===== config.mk =====
export PLATFORM = sky130hd
export DESIGN_NAME = aclk_timing_gen
export DESIGN_NICKNAME = d
export VERILOG_FILES = /design/src/rtl/aclk_pkg.sv /design/src/rtl/aclk_ctrl.sv /design/src/rtl/aclk_datapath.sv /design/src/rtl/aclk_timing_gen.sv
export SDC_FILE = /design/constraint.sdc
export NUM_CORES = 1
export LEC_CHECK = 0
export ABC_CLOCK_PERIOD_IN_PS = 1760
export BUFFER_PORTS_ARGS = -buffer_cell sky130_fd_sc_hd__buf_2
export CAP_MARGIN = 20
export CORE_UTILIZATION = 48
export CTS_BUF_LIST = sky130_fd_sc_hd__clkbuf_2 sky130_fd_sc_hd__clkbuf_4 sky130_fd_sc_hd__clkbuf_8
export DETAILED_ROUTE_END_ITERATION = 7
export PLACE_DENSITY = 0.68
export SYNTH_ARGS = -nofsm -noshare
export SYNTH_HDL_FRONTEND = slang
export SYNTH_SLANG_ARGS = --single-unit

===== constraint.sdc =====
create_clock -name clk -period 1.76 [get_ports clk]
set_input_delay 0.352 -clock clk [delete_from_list [all_inputs] [get_ports clk]]
set_output_delay 0.352 -clock clk [all_outputs]
set_load 0.02 [all_outputs]

===== src/rtl/aclk_pkg.sv =====
package aclk_pkg;

  typedef struct packed {
    logic osTick;
    logic bckRise;
    logic bckFall;
    logic lrFlip;
  } aclkStrobe_t;

  typedef enum logic [1:0] {
    MODE_R256  = 2'b00,
    MODE_R384  = 2'b01,
    MODE_R128A = 2'b10,
    MODE_R128B = 2'b11
  } aclkMode_e;

  function automatic int maxOf(input int a, input int b);
    return (a > b) ? a : b;
  endfunction

endpackage


===== src/rtl/aclk_ctrl.sv =====
module aclk_ctrl
  import aclk_pkg::*;
#(
  parameter int DIV256    = 4,
  parameter int DIV384    = 6,
  parameter int DIV128    = 2,
  parameter int OS128     = 4,
  parameter int HALF_BITS = 32
) (
  input  logic        clk,
  input  logic        rstN,
  input  logic [1:0]  modeSel,
  output aclkStrobe_t strobe
);

  localparam int MAX_DIV = maxOf(maxOf(DIV256, DIV384), maxOf(DIV128, OS128));
  localparam int CW      = $clog2(MAX_DIV + 1);
  localparam int BW      = $clog2(HALF_BITS);

  logic [CW-1:0] bckDiv;
  logic [CW-1:0] bckHalf;
  logic [CW-1:0] osDiv;
  logic [CW-1:0] divCnt;
  logic [CW-1:0] osCnt;
  logic [BW-1:0] bitIdx;
  logic          endTick;
  logic          midTick;
  logic          osEnd;
  logic          lastBit;

  // ratio decode: bit-clock divider and oversampling divider per mode
  always_comb begin
    case (aclkMode_e'(modeSel))
      MODE_R256: begin
        bckDiv = CW'(DIV256);
        osDiv  = CW'(DIV256);
      end
      MODE_R384: begin
        bckDiv = CW'(DIV384);
        osDiv  = CW'(DIV384);
      end
      default: begin
        bckDiv = CW'(DIV128);
        osDiv  = CW'(OS128);
      end
    endcase
    bckHalf = bckDiv >> 1;
  end

  // a phase at or beyond the last one wraps, which keeps live mode changes safe
  assign endTick = (divCnt >= (bckDiv - CW'(1)));
  assign midTick = (divCnt == (bckHalf - CW'(1)));
  assign osEnd   = (osCnt >= (osDiv - CW'(1)));
  assign lastBit = (bitIdx == BW'(HALF_BITS - 1));

  always_ff @(posedge clk or negedge rstN) begin
    if (!rstN) begin
      divCnt <= '0;
      osCnt  <= '0;
      bitIdx <= '0;
    end else begin
      divCnt <= endTick ? '0 : divCnt + CW'(1);
      osCnt  <= osEnd ? '0 : osCnt + CW'(1);
      if (endTick) begin
        bitIdx <= lastBit ? '0 : bitIdx + BW'(1);
      end
    end
  end

  assign strobe.bckRise = rstN & midTick;
  assign strobe.bckFall = rstN & endTick;
  assign strobe.osTick  = rstN & osEnd;
  assign strobe.lrFlip  = rstN & endTick & lastBit;

  // rise and fall strobes are mutually exclusive
  a_r9_rise_fall_apart: assert property (@(posedge clk) disable iff (!rstN)
    !(strobe.bckRise && strobe.bckFall));

  // oversampling strobe is a single-cycle pulse
  a_r9_os_single: assert property (@(posedge clk) disable iff (!rstN)
    strobe.osTick |=> !strobe.osTick);

  // a fall strobe always restarts the bit-clock phase
  a_r8_phase_restart: assert property (@(posedge clk) disable iff (!rstN)
    strobe.bckFall |=> (divCnt == '0));

endmodule


===== src/rtl/aclk_datapath.sv =====
module aclk_datapath
  import aclk_pkg::*;
(
  input  logic        clk,
  input  logic        rstN,
  input  aclkStrobe_t strobe,
  output logic        bitClk,
  output logic        wordClk
);

  always_ff @(posedge clk or negedge rstN) begin
    if (!rstN) begin
      bitClk  <= 1'b0;
      wordClk <= 1'b0;
    end else begin
      if (strobe.bckRise) begin
        bitClk <= 1'b1;
      end else if (strobe.bckFall) begin
        bitClk <= 1'b0;
      end
      if (strobe.lrFlip) begin
        wordClk <= ~wordClk;
      end
    end
  end

  // the bit clock follows its strobes on the next cycle
  a_r3_rise_follows: assert property (@(posedge clk) disable iff (!rstN)
    strobe.bckRise |=> bitClk);

  a_r3_fall_follows: assert property (@(posedge clk) disable iff (!rstN)
    strobe.bckFall |=> !bitClk);

  // the word clock only moves together with a falling bit clock
  a_r4_lr_on_fall: assert property (@(posedge clk) disable iff (!rstN)
    !$stable(wordClk) |-> $fell(bitClk));

endmodule


===== src/rtl/aclk_timing_gen.sv =====
module aclk_timing_gen
  import aclk_pkg::*;
#(
  parameter int DIV256    = 4,
  parameter int DIV384    = 6,
  parameter int DIV128    = 2,
  parameter int OS128     = 4,
  parameter int HALF_BITS = 32
) (
  input  logic       clk,
  input  logic       rstN,
  input  logic [1:0] modeSel,
  output logic       osEn,
  output logic       bckRiseEn,
  output logic       bckFallEn,
  output logic       lrFlipEn,
  output logic       bitClk,
  output logic       wordClk
);

  aclkStrobe_t strobe;

  aclk_ctrl #(
    .DIV256   (DIV256),
    .DIV384   (DIV384),
    .DIV128   (DIV128),
    .OS128    (OS128),
    .HALF_BITS(HALF_BITS)
  ) u_ctrl (
    .clk    (clk),
    .rstN   (rstN),
    .modeSel(modeSel),
    .strobe (strobe)
  );

  aclk_datapath u_dp (
    .clk    (clk),
    .rstN   (rstN),
    .strobe (strobe),
    .bitClk (bitClk),
    .wordClk(wordClk)
  );

  assign osEn      = strobe.osTick;
  assign bckRiseEn = strobe.bckRise;
  assign bckFallEn = strobe.bckFall;
  assign lrFlipEn  = strobe.lrFlip;

endmodule


==> results.sh <==
export IMPL_status="finished with violations"
export IMPL_violations="negative setup slack"
export IMPL_met3_usage=0.0783
export IMPL_endpoint_kind="output pin"
export IMPL_yosysWarnings=0
export IMPL_tightest_slew_ns=0.263
export IMPL_cts_tree="yes"
export IMPL_ir_drop_mv=1.07
export IMPL_power_frac_seq=0.303
export IMPL_drive_gt1_frac=0.590
export IMPL_p_leak_nw=0.561
export IMPL_path_max_fanout=2
export IMPL_syn_to_final_growth_pct=51.5
export IMPL_htreeDepth=1
export IMPL_cp_arrival_ns=1.52
export IMPL_final_cell_count_no_fill=115
export IMPL_finalHoldViolations=0
export IMPL_fin_skew_ns=0.00111
export IMPL_dpl_instance_area_um2=887
export IMPL_clk_latency_ns=0.27
export IMPL_cts_sinks=13
export IMPL_grt_start_max_net_pins=9
export IMPL_cts_buffer_depth=2
export IMPL_switching_share=0.371
export IMPL_fin_crit_sh=1.06
export IMPL_wl_um=1850
export IMPL_maxCapViolCount=0
export IMPL_synth_cell_types=28
export IMPL_dr_pass1_iters=5
export IMPL_layout_min_cycle_time_ns=1.87
export IMPL_place_hpwl_um=1060
export IMPL_combPwrFrac=0.596
export IMPL_final_nets=113
export IMPL_grt_use_total=0.232
export IMPL_drc=0
export IMPL_globalRouteMet1Util=0.307
export IMPL_setup_viol=4
export IMPL_p_per_area_mw_per_mm2=1710
export IMPL_cp_start_kind="register"
export IMPL_routedWlPerCell_um=16.1
export IMPL_yosysTopAreaCell="dfrtp_1"
export IMPL_grt_pass1_vias=640
export IMPL_finish_instance_area_mm2=0.00114
export IMPL_netlist_area_um2=751
export IMPL_die_w_um=41.5
export IMPL_place_ws_ns=-0.150
export IMPL_routed_via_density=5.47
export IMPL_rows=13
export IMPL_netlist_instances=65
export IMPL_ys_seq_area_frac=0.433
export IMPL_timing_slew_headroom=0.824
export IMPL_clock_fmax_ghz=0.536
export IMPL_dieHeight_um=41.5
export IMPL_drtIter0Drc=28
export IMPL_grt_overflow=0
export IMPL_hold_path_class="input port to async pin"
export IMPL_synth_area_leaders="dfrtp_1 (43%), ha_1 (13%), mux2_4 (4.0%), xor2_1 (3.5%), a21oi_1 (3.3%)"
export IMPL_grt_util_met2=0.366
export IMPL_layout_commonest_cell="buf_4"
export IMPL_top_usage_layer="met2"
export IMPL_slew_viol_final=0
export IMPL_cp_data_required_time_ns=1.41
export IMPL_postRouteAntennaNets=0
export IMPL_clk_pin_slew_ns=0.08
export IMPL_die_area_mm2=0.00173
export IMPL_numCtsBuffers=3
export IMPL_vias=629
export IMPL_p_clk_frac=0.102
export IMPL_fin_hold_ws_ns=0.0562
export IMPL_place_gp_congestion=0.774
export IMPL_start_util=0.543
export IMPL_grt_pass1_wl_um=2970
export IMPL_antenna_found_initial=0
export IMPL_final_util=0.823
export IMPL_final_cell_mix="buf_4 (24), dfrtp_1 (11), inv_1 (5), buf_2 (5)"
export IMPL_p_int_w=0.00123
export IMPL_synth_avg_cell_area_um2=11.5
export IMPL_coreArea_mm2=0.00138
export IMPL_register_area_um2=328
export IMPL_synth_nets=77
export IMPL_dpl_cell_count=96
export IMPL_rsz0062_at_grt="yes"
export IMPL_synth_top_area_frac=0.433
export IMPL_fillers=83
export IMPL_worst_slack_ns=-0.107
export IMPL_multi_input_area_um2=515
export IMPL_root_buffer="clkbuf_4"
export IMPL_path_class="register to output pin"
export IMPL_boundaryPins=10
export IMPL_port_buffers=9
export IMPL_synth_seq_cells=13
export IMPL_diodes=0
export IMPL_p_switching_w=0.000722
synth_stat cells:
cell type  number
a211oi_1        1
a21o_1          1
a21oi_1         5
a21oi_4         1
a22o_1          1
a31oi_1         1
and2_1          2
and2_4          1
and3_1          1
and3_2          2
dfrtp_1        13
ha_1            8
inv_1           5
mux2_2          1
mux2_4          2
nand2_1         1
nand3_4         1
nand4_1         1
nor2_1          1
nor2b_1         4
nor3_1          2
nor3b_1         1
nor4b_1         1
nor4bb_1        1
o2bb2ai_1       1
o32ai_1         2
or2_2           1
xor2_1          3
cell families after synthesis:
| kind of cell | after synthesis | share of synthesized area |
|---|---|---|
| flip-flops | 13 | 0.433 |
| multiplexers | 3 | 0.0550 |
| adder cells (fa/ha/maj) | 8 | 0.133 |
| buffers and inverters | 5 | 0.0250 |
| XOR/XNOR | 3 | 0.0350 |
| AND/OR/NAND/NOR | 20 | 0.188 |
| AO/OA/AOI/OAI | 13 | 0.130 |
metal layers:
layer  up-vias  wire length, um
li1        308                -
met1       300              850
met2        19              913
met3         2               76
met4         0                9
met5         -                0
path summary, 6_finish.rpt:
check	startpoint	depth (start not counted)	endpoint	slack (ns)
worst max-delay path	u_ctrl.bitIdx[0]	6	lrFlipEn	-0.11
worst min-delay path	rstN	2	u_ctrl.osCnt[0]	0.06
worst max register to register	u_ctrl.bitIdx[0]	9	u_dp.wordClk	0.10
worst min register to register	u_dp.wordClk	1	u_dp.wordClk	0.47
max in group asynchronous	rstN	2	u_ctrl.divCnt[1]	0.99
min in group clk	u_dp.wordClk	1	u_dp.wordClk	0.47
registers in the layout (all words and copies together) (netlist names):
name           flops
u_dp.wordClk       1
u_ctrl.bitIdx      5
u_ctrl.osCnt       3
u_ctrl.divCnt      3
u_dp.bitClk        1
layout make-up:
class,count,area share
inverters,5,0.0165
multi-input cells,47,0.453
flip-flops and latches,13,0.288
well taps,15,0.0165
repair buffers,31,0.199
clock buffers,4,0.0264
critical path: stages (launching register included):
cell	delay, ns
dfrtp_1	0.36
ha_2	0.19
and3_4	0.19
ha_4	0.14
nand2_2	0.05
a21oi_2	0.14
buf_4	0.16
power groups by stage:
stage | logic (W) | clock network (W) | registers [W]
floorplan | 0.000582 | 0 | 0.000579
global placement | 0.000796 | 0 | 0.000582
detailed placement | 0.000810 | 0 | 0.000584
CTS | 0.00106 | 0.000205 | 0.000575
global route | 0.00127 | 0.000221 | 0.000602
finish | 0.00116 | 0.000198 | 0.000589
stage by stage:
stage | TNS (ns) | power [W]
floorplan | 0 | 0.00116
global placement | -0.753 | 0.00138
detailed placement | -0.818 | 0.00139
CTS | -0.190 | 0.00184
global route | -0.563 | 0.00210
finish | -0.241 | 0.00195
repair_timing:
action / 4_1_cts / 5_1_grt
hold buffers: 1 / 0
setup endpoints to repair: 4 / 4
pin swaps: 9 / 3
resized for setup: 20 / 3
hold endpoints to repair: 5 / 0
setup buffers: 10 / 4
(Power assumes the default switching activity.)
